**config.mk**
```make
export PLATFORM = sky130hd
export DESIGN_NAME = uart_rxq_top
export DESIGN_NICKNAME = d
export VERILOG_FILES = /design/src/rtl/uart_rxq_pkg.sv /design/src/rtl/uart_rxq_rx.sv /design/src/rtl/uart_rxq_fifo.sv /design/src/rtl/uart_rxq_flow.sv /design/src/rtl/uart_rxq_top.sv
export SDC_FILE = /design/constraint.sdc
export NUM_CORES = 1
export LEC_CHECK = 0
export ABC_AREA = 0
export BUFFER_PORTS_ARGS = -buffer_cell sky130_fd_sc_hd__buf_2
export CAP_MARGIN = 20
export CORE_MARGIN = 5
export CORE_UTILIZATION = 50
export DETAILED_ROUTE_END_ITERATION = 6
export PLACE_DENSITY = 0.65
export SLEW_MARGIN = 20
export SYNTH_ARGS = -nofsm -noshare
export SYNTH_HDL_FRONTEND = slang
export SYNTH_SLANG_ARGS = --single-unit
```
**constraint.sdc**
```tcl
create_clock -name clk -period 2.35 [get_ports clk]
set_input_delay 0.235 -clock clk [delete_from_list [all_inputs] [get_ports clk]]
set_output_delay 0.235 -clock clk [all_outputs]
set_load 0.01 [all_outputs]
```
**src/rtl/uart_rxq_pkg.sv**
```systemverilog
package uart_rxq_pkg;

    typedef struct packed {
        logic       ovr;   // characters were lost just before this one
        logic       ferr;  // stop bit sampled low
        logic [7:0] data;
    } rxq_ent_t;

    localparam int ENT_W = $bits(rxq_ent_t);

    typedef enum logic [1:0] {
        RX_IDLE,
        RX_START,
        RX_DATA,
        RX_STOP
    } rx_state_e;

    function automatic rxq_ent_t mk_ent(input logic ovr, input logic ferr,
                                        input logic [7:0] data);
        rxq_ent_t e;
        e.ovr  = ovr;
        e.ferr = ferr;
        e.data = data;
        return e;
    endfunction

endpackage

```
**src/rtl/uart_rxq_rx.sv**
```systemverilog
module uart_rxq_rx
    import uart_rxq_pkg::*;
#(
    parameter int OSR = 16,
    parameter int DIV = 1
) (
    input  logic       clk,
    input  logic       rst,
    input  logic       rx_i,
    output logic       byte_vld_o,
    output logic [7:0] byte_o,
    output logic       ferr_o
);
    localparam int CW = $clog2(OSR);
    localparam int DW = (DIV > 1) ? $clog2(DIV) : 1;
    localparam logic [CW-1:0] MID_C  = CW'(OSR / 2 - 1);
    localparam logic [CW-1:0] LAST_C = CW'(OSR - 1);

    logic [1:0]    sync_q;
    logic          rx_s;
    logic          rx_prev_q;
    logic          tick;
    rx_state_e     state_q;
    logic [CW-1:0] cnt_q;
    logic [2:0]    bidx_q;
    logic [7:0]    shreg_q;

    always_ff @(posedge clk) begin
        if (rst) begin
            sync_q    <= 2'b11;
            rx_prev_q <= 1'b1;
        end else begin
            sync_q    <= {sync_q[0], rx_i};
            rx_prev_q <= rx_s;
        end
    end
    assign rx_s = sync_q[1];

    generate
        if (DIV > 1) begin : g_div
            logic [DW-1:0] div_q;
            always_ff @(posedge clk) begin
                if (rst || div_q == DW'(DIV - 1)) div_q <= '0;
                else                              div_q <= div_q + 1'b1;
            end
            assign tick = (div_q == DW'(DIV - 1));
        end else begin : g_nodiv
            assign tick = 1'b1;
        end
    endgenerate

    always_ff @(posedge clk) begin
        if (rst) begin
            state_q    <= RX_IDLE;
            cnt_q      <= '0;
            bidx_q     <= '0;
            shreg_q    <= '0;
            byte_vld_o <= 1'b0;
            byte_o     <= '0;
            ferr_o     <= 1'b0;
        end else begin
            byte_vld_o <= 1'b0;
            unique case (state_q)
                RX_IDLE: begin
                    if (rx_prev_q && !rx_s) begin
                        state_q <= RX_START;
                        cnt_q   <= '0;
                    end
                end
                RX_START: if (tick) begin
                    if (cnt_q == MID_C) begin
                        cnt_q  <= '0;
                        bidx_q <= '0;
                        state_q <= rx_s ? RX_IDLE : RX_DATA;
                    end else begin
                        cnt_q <= cnt_q + 1'b1;
                    end
                end
                RX_DATA: if (tick) begin
                    if (cnt_q == LAST_C) begin
                        cnt_q   <= '0;
                        shreg_q <= {rx_s, shreg_q[7:1]};
                        if (bidx_q == 3'd7) state_q <= RX_STOP;
                        else                bidx_q  <= bidx_q + 1'b1;
                    end else begin
                        cnt_q <= cnt_q + 1'b1;
                    end
                end
                RX_STOP: if (tick) begin
                    if (cnt_q == LAST_C) begin
                        byte_vld_o <= 1'b1;
                        byte_o     <= shreg_q;
                        ferr_o     <= !rx_s;
                        state_q    <= RX_IDLE;
                    end else begin
                        cnt_q <= cnt_q + 1'b1;
                    end
                end
                default: state_q <= RX_IDLE;
            endcase
        end
    end

    AST_FALSE_START: assert property (@(posedge clk) disable iff (rst)
        (state_q == RX_START && tick && cnt_q == MID_C && rx_s) |=> (state_q == RX_IDLE && !byte_vld_o));

endmodule

```
**src/rtl/uart_rxq_fifo.sv**
```systemverilog
module uart_rxq_fifo #(
    parameter int DEPTH = 16,
    parameter int W     = 10
) (
    input  logic                       clk,
    input  logic                       rst,
    input  logic                       push_i,
    input  logic [W-1:0]               din_i,
    input  logic                       pop_i,
    output logic [W-1:0]               dout_o,
    output logic [$clog2(DEPTH+1)-1:0] count_o
);
    localparam int AW = (DEPTH > 1) ? $clog2(DEPTH) : 1;
    localparam int CW = $clog2(DEPTH + 1);

    logic [W-1:0]  mem_q [DEPTH];
    logic [AW-1:0] wr_q, rd_q;
    logic [CW-1:0] cnt_q;
    logic          do_pop;

    assign do_pop = pop_i && (cnt_q != '0);

    function automatic logic [AW-1:0] nxt(input logic [AW-1:0] p);
        return (p == AW'(DEPTH - 1)) ? '0 : p + 1'b1;
    endfunction

    always_ff @(posedge clk) begin
        if (rst) begin
            wr_q  <= '0;
            rd_q  <= '0;
            cnt_q <= '0;
        end else begin
            if (push_i) begin
                mem_q[wr_q] <= din_i;
                wr_q        <= nxt(wr_q);
            end
            if (do_pop) rd_q <= nxt(rd_q);
            if (push_i && !do_pop)      cnt_q <= cnt_q + 1'b1;
            else if (!push_i && do_pop) cnt_q <= cnt_q - 1'b1;
        end
    end

    assign dout_o  = mem_q[rd_q];
    assign count_o = cnt_q;

    AST_NO_OVERFLOW: assert property (@(posedge clk) disable iff (rst)
        push_i |-> (cnt_q != CW'(DEPTH)));

    AST_HEAD_STABLE: assert property (@(posedge clk) disable iff (rst)
        (cnt_q != '0 && !pop_i) |=> (cnt_q != '0 && $stable(dout_o)));

endmodule

```
**src/rtl/uart_rxq_flow.sv**
```systemverilog
module uart_rxq_flow #(
    parameter int DEPTH  = 16,
    parameter int SLACK  = 4,
    parameter int RESUME = 8
) (
    input  logic                       clk,
    input  logic                       rst,
    input  logic [$clog2(DEPTH+1)-1:0] count_i,
    output logic                       rts_o
);
    localparam int CW = $clog2(DEPTH + 1);
    localparam logic [CW-1:0] STOP_AT  = CW'(DEPTH - SLACK);
    localparam logic [CW-1:0] GO_BELOW = CW'(RESUME);

    always_ff @(posedge clk) begin
        if (rst)                        rts_o <= 1'b1;
        else if (count_i >= STOP_AT)    rts_o <= 1'b0;
        else if (count_i < GO_BELOW)    rts_o <= 1'b1;
    end

    AST_RTS_DROP: assert property (@(posedge clk) disable iff (rst)
        (count_i >= STOP_AT) |=> !rts_o);

    AST_RTS_HOLD: assert property (@(posedge clk) disable iff (rst)
        (!rts_o && count_i >= GO_BELOW) |=> !rts_o);

endmodule

```
**src/rtl/uart_rxq_top.sv**
```systemverilog
module uart_rxq_top
    import uart_rxq_pkg::*;
#(
    parameter int OSR    = 16,
    parameter int DIV    = 1,
    parameter int DEPTH  = 16,
    parameter int SLACK  = 4,
    parameter int RESUME = 8
) (
    input  logic             clk,
    input  logic             rst,
    input  logic             rx_i,
    output logic             rts_o,
    output logic             ent_valid_o,
    input  logic             ent_ready_i,
    output logic [ENT_W-1:0] ent_data_o
);
    localparam int CW = $clog2(DEPTH + 1);

    logic          byte_vld;
    logic [7:0]    byte_d;
    logic          ferr;
    logic [CW-1:0] count;
    logic          full;
    logic          push;
    logic          pend_q;
    rxq_ent_t      wr_ent;

    uart_rxq_rx #(.OSR(OSR), .DIV(DIV)) u_rx (
        .clk(clk), .rst(rst), .rx_i(rx_i),
        .byte_vld_o(byte_vld), .byte_o(byte_d), .ferr_o(ferr)
    );

    assign full   = (count == CW'(DEPTH));
    assign push   = byte_vld && !full;
    assign wr_ent = mk_ent(pend_q, ferr, byte_d);

    always_ff @(posedge clk) begin
        if (rst)           pend_q <= 1'b0;
        else if (byte_vld) pend_q <= full;
    end

    uart_rxq_fifo #(.DEPTH(DEPTH), .W(ENT_W)) u_fifo (
        .clk(clk), .rst(rst),
        .push_i(push), .din_i(wr_ent),
        .pop_i(ent_valid_o && ent_ready_i),
        .dout_o(ent_data_o), .count_o(count)
    );

    assign ent_valid_o = (count != '0);

    uart_rxq_flow #(.DEPTH(DEPTH), .SLACK(SLACK), .RESUME(RESUME)) u_flow (
        .clk(clk), .rst(rst), .count_i(count), .rts_o(rts_o)
    );

    AST_TAG_CARRY: assert property (@(posedge clk) disable iff (rst)
        (byte_vld && full) |=> (pend_q && !push));

    AST_TAG_CONSUMED: assert property (@(posedge clk) disable iff (rst)
        (push && pend_q) |=> !pend_q);

endmodule

```
==> After elaboration in Yosys (flattened, before gate mapping) <==
Memory sizes are Yosys's and may differ from the RTL's. A register that Yosys moved wholly into a read port is not among the register bits.
Index checks and enable logic that the tools add are counted.
{ "totals": {"input_bits": 4, "ramBits": 160, "regBits": 45, "n_memories": 1} }
{ "classes": {"n_bitwise": 1, "order_cmp": 2, "add_sub_neg": 6, "muxes": 28, "n_eq_ne": 16, "reduce_logical": 21} }
{ "memory_table": {"columns": ["name", "words", "width", "rd", "rd_clocked_by_memory_dff", "write_ports", "line_no", "source"], "rows": [
  ["u_fifo.mem_q", 16, 10, 1, 1, 1, "uart_rxq_fifo.sv:16", "logic [W-1:0] mem_q [DEPTH];"]
]} }
{ "ops": {"columns": ["cell", "count"], "rows": [
  ["$mux 4", 8],
  ["$pmux 4 s4", 1],
  ["$add 4x1->4 const B", 3],
  ["$eq 4x4->1 const B", 3],
  ["$mux 2", 6],
  ["$mux 5", 2],
  ["$ne 2x1->1 const B", 5],
  ["$mux 3", 3],
  ["$pmux 2 s4", 1],
  ["$logic_and 1x1->1", 6],
  ["$mux 1", 6],
  ["$pmux 3 s2", 1],
  ["$reduce_and 2->1", 3],
  ["$reduce_bool 2->1", 3],
  ["$add 5x1->5 const B", 1],
  ["$eq 5x5->1 const B", 1],
  ["$ge 5x4->1 const B", 1],
  ["$lt 5x4->1 const B", 1],
  ["$reduce_and 5->1", 1],
  ["$reduce_bool 5->1", 1],
  ["$sub 5x1->5 const B", 1],
  ["$eq 2x2->1 const B", 2],
  ["$eq 4x3->1 const B", 1],
  ["$logic_not 1->1", 4],
  ["other kinds (8)", 9]
]} }

==> Depth between registers and ports, before layout <==
{ "depth": {"depth_word": 7, "mapped_depth": 9, "ltp_nobuf": 9} }

==> Cells and area by module <==
A second synthesis with hierarchy kept.
{ "hier_totals": {"hier_cells": 504, "hier_area_um2": 8426.8} }
{ "by_module_without_submodules": {"columns": ["mod", "cells_per_inst", "n_inst", "area_each_um2"], "rows": [
  ["uart_rxq_fifo", 359, 1, 7030.5],
  ["uart_rxq_rx", 132, 1, 1275.0],
  ["uart_rxq_top", 9, 1, 83.8],
  ["uart_rxq_flow", 4, 1, 37.5]
]} }

==> Worst setup path after synthesis <==
Ideal clock, no wire load.
{ "synth_timing": {"path_kind": "register -> register", "start": "register u_fifo.cnt_q[0], in the netlist u_fifo.count_o[0]", "end": "register u_fifo.cnt_q[4], in the netlist u_fifo.count_o[4]", "path_stages_with_launch": 10, "arrival_time_ps": 2434, "setup_ps": 121, "setup_slack_ps": -204, "required_ps": 2229, "path_cell_list": "dfxtp_1 -> or4_4 -> o21ai_4 -> ha_1 -> inv_1 -> ha_1 -> a21oi_1 -> a211oi_1 -> a31oi_1 -> mux2_2"} }
{ "synth_via": {"elab_chain_cells": 6, "word_cells_on_any_way": 15} }
{ "synth_rtl": {"columns": ["item", "line_no", "source"], "rows": [
  ["start: declaration", "uart_rxq_fifo.sv:18", "logic [CW-1:0] cnt_q;"],
  ["start signal: assignment", "uart_rxq_fifo.sv:38", "if (push_i && !do_pop) cnt_q <= cnt_q + 1'b1;"],
  ["start signal: assignment", "uart_rxq_fifo.sv:39", "else if (!push_i && do_pop) cnt_q <= cnt_q - 1'b1;"],
  ["parallel branches: the longest is 6 deep, another holds $sub 5x1->5", null, null]
]} }
Several ways; the timed one is not identified. The select of a mux whose other input is x is not followed.
A chain may end at the register's enable or synchronous reset.

==> Final worst setup path <==
{ "layout_timing": {"start": "register u_fifo.cnt_q[2], in the netlist u_fifo.count_o[2]", "end": "register u_fifo.cnt_q[4], in the netlist u_fifo.count_o[4]"} }
Same word-level chain as after synthesis.

==> results.sh <==
export IMPL_rsz0062_at_grt="true"
export IMPL_arrival_ns=2.75
export IMPL_pwr_share_clk_pct=37.0
export IMPL_synth_common_cells="edfxtp_1, dfxtp_1, mux4_2, nand2_1, nor2_1"
export IMPL_syn_inst=498
export IMPL_drive_above_1_share_pct=28.7
export IMPL_yosys_area_top_type="edfxtp_1"
export IMPL_slew_violations=0
export IMPL_rr_endpoint="u_fifo.count_o[4]"
export IMPL_timing_rr_start="u_fifo.count_o[2]"
export IMPL_io_buffers=15
export IMPL_synth_area_sq_mm=0.00825
export IMPL_synthTopCellsByArea="edfxtp_1, dfxtp_1, mux4_2, a22oi_1, ha_1"
export IMPL_clk_latency_ns=0.50
export IMPL_muxShareOfSynthArea_pct=12.8
export IMPL_diodes=0
export IMPL_yosysWarnings=0
export IMPL_grt_ovfl_total=0
export IMPL_syn_nets=515
export IMPL_end_kind="flip-flop"
export IMPL_start_util_pct=50.3
export IMPL_drt_iter0_drc=279
export IMPL_fill_cells=1229
export IMPL_path_max_fanout=5
export IMPL_yosysSeqAreaShare_pct=70.1
export IMPL_synth_compound_area_share_pct=5.40
export IMPL_die_area_sq_mm=0.0192
export IMPL_period_minus_slack_ns=2.37
export IMPL_switching_share_pct=23.9
export IMPL_synth_fa_ha_area_share_pct=2.06
export IMPL_synthArstFlopShare_pct=0
export IMPL_worst_ep_required_time_ns=2.72
export IMPL_startpoint_type="flip-flop"
export IMPL_grt_use_total_pct=16.8
export IMPL_synth_xor_area_share_pct=0.531
export IMPL_cts_buffer_depth=3
export IMPL_synth_simple_area_share_pct=7.39
export IMPL_wirelength_microns=15800
export IMPL_wl_per_cell_microns=20.2
export IMPL_grt_antenna_before_repair=0
export IMPL_die_y_microns=138
export IMPL_p_seq_share_pct=43.5
export IMPL_cts_tree="yes"
export IMPL_synth_seq_cells=209
export IMPL_path_class="reg -> reg"
export IMPL_cts_max_level=1
export IMPL_ios=16
export IMPL_violations="setup timing"
export IMPL_row_count=47
export IMPL_vdd_drop_max_mv=0.609
export IMPL_worst_slack_ns=-0.0242
export IMPL_status="complete, but fails checks"
export IMPL_grt_pass1_wl_microns=25400
export IMPL_p_leak_nw=3.29
export IMPL_first_pass_iters=4
export IMPL_gp_congestion=0.826
export IMPL_ys_types=54
export IMPL_synth_top_family_by_area="multiplexers"
export IMPL_max_slew_margin_pct=48.0
export IMPL_critPathSlowestCell="or4_4"
export IMPL_finalSetupViolations=3
export IMPL_tightest_slew_ns=0.779
export IMPL_max_stage_delay_ns=0.55
export IMPL_fin_crit_sh_pct=101
export IMPL_final_nets=568
export IMPL_yosysMostFrequentCell="edfxtp_1"
export IMPL_crit_chain="or4_4 > o21ai_4 > ha_4 > inv_6 > fa_2 > nand3_2 > a211oi_1 > a31oi_1 > mux2_2"
export IMPL_path_clk_slew_ns=0.06
export IMPL_hold_path_class="in -> reg"
export IMPL_fin_skew_ns=0.0218
export IMPL_synth_edf_count=160
export IMPL_grt_max_degree=46
export IMPL_r2r_setup_slack_ns=-0.02
export IMPL_detailed_place_hpwl_microns=9960
export IMPL_r2r_cells=9
export IMPL_first_global_vias=4555
export IMPL_cts_buffers=22
export IMPL_cts_root_buf="clkbuf_16"
export IMPL_hp_start="ent_ready_i"
export IMPL_cts_sinks=209
export IMPL_synth_area_per_cell_sq_um=16.6
export IMPL_antenna_left=0
export IMPL_powerDensity_mw_per_mm2=960
export IMPL_vias=4382
export IMPL_p_int_mw=7.14
export IMPL_finalSetupTns_ns=-0.0354
export IMPL_syn_to_final_growth_pct=18.5
export IMPL_hold_viol=0
export IMPL_cap_violations=0
export IMPL_hold_depth=4
export IMPL_vias_per_cell=5.58
export IMPL_p_switching_mw=2.24
export IMPL_fmax_mhz=421
export IMPL_pre_cts_slack_ns=-0.0603
export IMPL_coreArea_sq_mm=0.0164
export IMPL_comb_power_share_pct=19.5
export IMPL_route_detailed_drc=0
export IMPL_yosysTopAreaCellShare_pct=58.2
export IMPL_synthFlopType="edfxtp_1"
export IMPL_dieWidth_microns=138
[through the flow]
stage | area, sq um | total power, mW | instances | hold WS (ns) | utilization, %
finish | 9780 | 9.39 | 785 | 0.222 | 59.6
global route | 9780 | 9.81 | 785 | 0.232 | 59.6
CTS | 9720 | 9.41 | 784 | 0.206 | 59.2
detailed placement | 8850 | 5.80 | 741 | 0.411 | 54.0
global placement | 8850 | 5.74 | 741 | 0.402 | 54.0
floorplan | 8290 | 5.27 | 498 | 0.339 | -
[placed cells by master, fill, tap and decap left out, types with 12 or more instances in the layout]
| cell | Yosys | final |
|---|---|---|
| edfxtp_1 | 160 | 160 |
| buf_2 | 6 | 15 |
| inv_1 | 13 | 12 |
| a21oi_1 | 16 | 13 |
| nor2_1 | 33 | 32 |
| dfxtp_1 | 49 | 45 |
| a22oi_2 | 0 | 13 |
| clkbuf_16 | 0 | 23 |
| mux2i_1 | 14 | 14 |
| mux4_2 | 40 | 40 |
| buf_4 | 1 | 27 |
| nand2_1 | 37 | 37 |
[cells by family after synthesis]
family,count (synthesis)
DFF,209
and+or+nand+nor,119
AOI/OAI and AO/OA,62
muxes,55
buffers and inverters,35
adders and majority gates,13
xor gates and xnor gates,5
[flip-flops by register name, summed over array words and instances (netlist names), named ones only]
name             count
u_rx.rx_prev_q       1
u_fifo.mem_q       160
u_fifo.wr_q          4
u_rx.state_q         1
pend_q               1
u_rx.bidx_q          3
u_rx.byte_vld_o      1
u_rx.sync_q          2
u_rx.ferr_o          1
u_rx.cnt_q           4
u_fifo.rd_q          4
u_fifo.count_o       5
u_flow.rts_o         1
u_rx.shreg_q         8
u_rx.byte_o          8
[worst max-delay path by stage]
stage | start | endpoint | slack, ns | cells past startpoint
global route | u_fifo.count_o[2] | u_fifo.count_o[4] | -0.11 | 9
CTS | flip-flop | ent_data_o[3] | -0.04 | 5
floorplan | u_fifo.count_o[2] | u_fifo.count_o[4] | -0.09 | 9
global placement | u_fifo.count_o[2] | u_fifo.count_o[4] | -0.02 | 9
finish | u_fifo.count_o[2] | u_fifo.count_o[4] | -0.02 | 9
detailed placement | u_fifo.count_o[2] | u_fifo.count_o[3] | -0.06 | 9
[power groups by stage]
stage / sequential [mW] / clock (mW) / combinational (mW)
floorplan: 4.13 / 0 / 1.13
global placement: 4.13 / 0 / 1.62
detailed placement: 4.13 / 0 / 1.66
CTS: 4.08 / 3.54 / 1.79
global route: 4.09 / 3.73 / 1.99
finish: 4.08 / 3.47 / 1.83
[layer usage]
layer	vias to the layer above	part of all wire, %	global-route usage [%]
met5	-	0	0
met1	2231	43	22.3
li1	2052	-	-
met2	76	52	28.9
met4	0	1.9	4.06
met3	23	3.6	3.00
[final cells by class]
type	count	area [sq um]	share of cell area [%]
Sequential cell	209	5790	59.2
Multi-Input combinational cell	254	2450	25.1
Clock buffer	28	604	6.18
Inverter	13	53.8	0.550
Timing Repair Buffer	51	463	4.73
Tap cell	220	275	2.81
Clock inverter	10	135	1.38
[critical path, delay by kind of cell, from the launching register on]
family	cells	cell delay [ns]
AND/OR/NAND/NOR	2	0.63
adder cells (fa/ha/maj)	2	0.53
buffers and inverters	1	0.05
multiplexers	1	0.34
flip-flops	1	0.32
AO/OA/AOI/OAI	3	0.41
[timing repair]
item,in CTS,in global routing
buffers inserted,2,1
resized for setup,12,10
pin swaps,4,3
endpoints found under the setup margin,12,13
gates cloned,2,0
endpoints found under the hold margin,1,0
hold buffers,1,0
No activity file was read; power rests on OpenSTA's default activity.
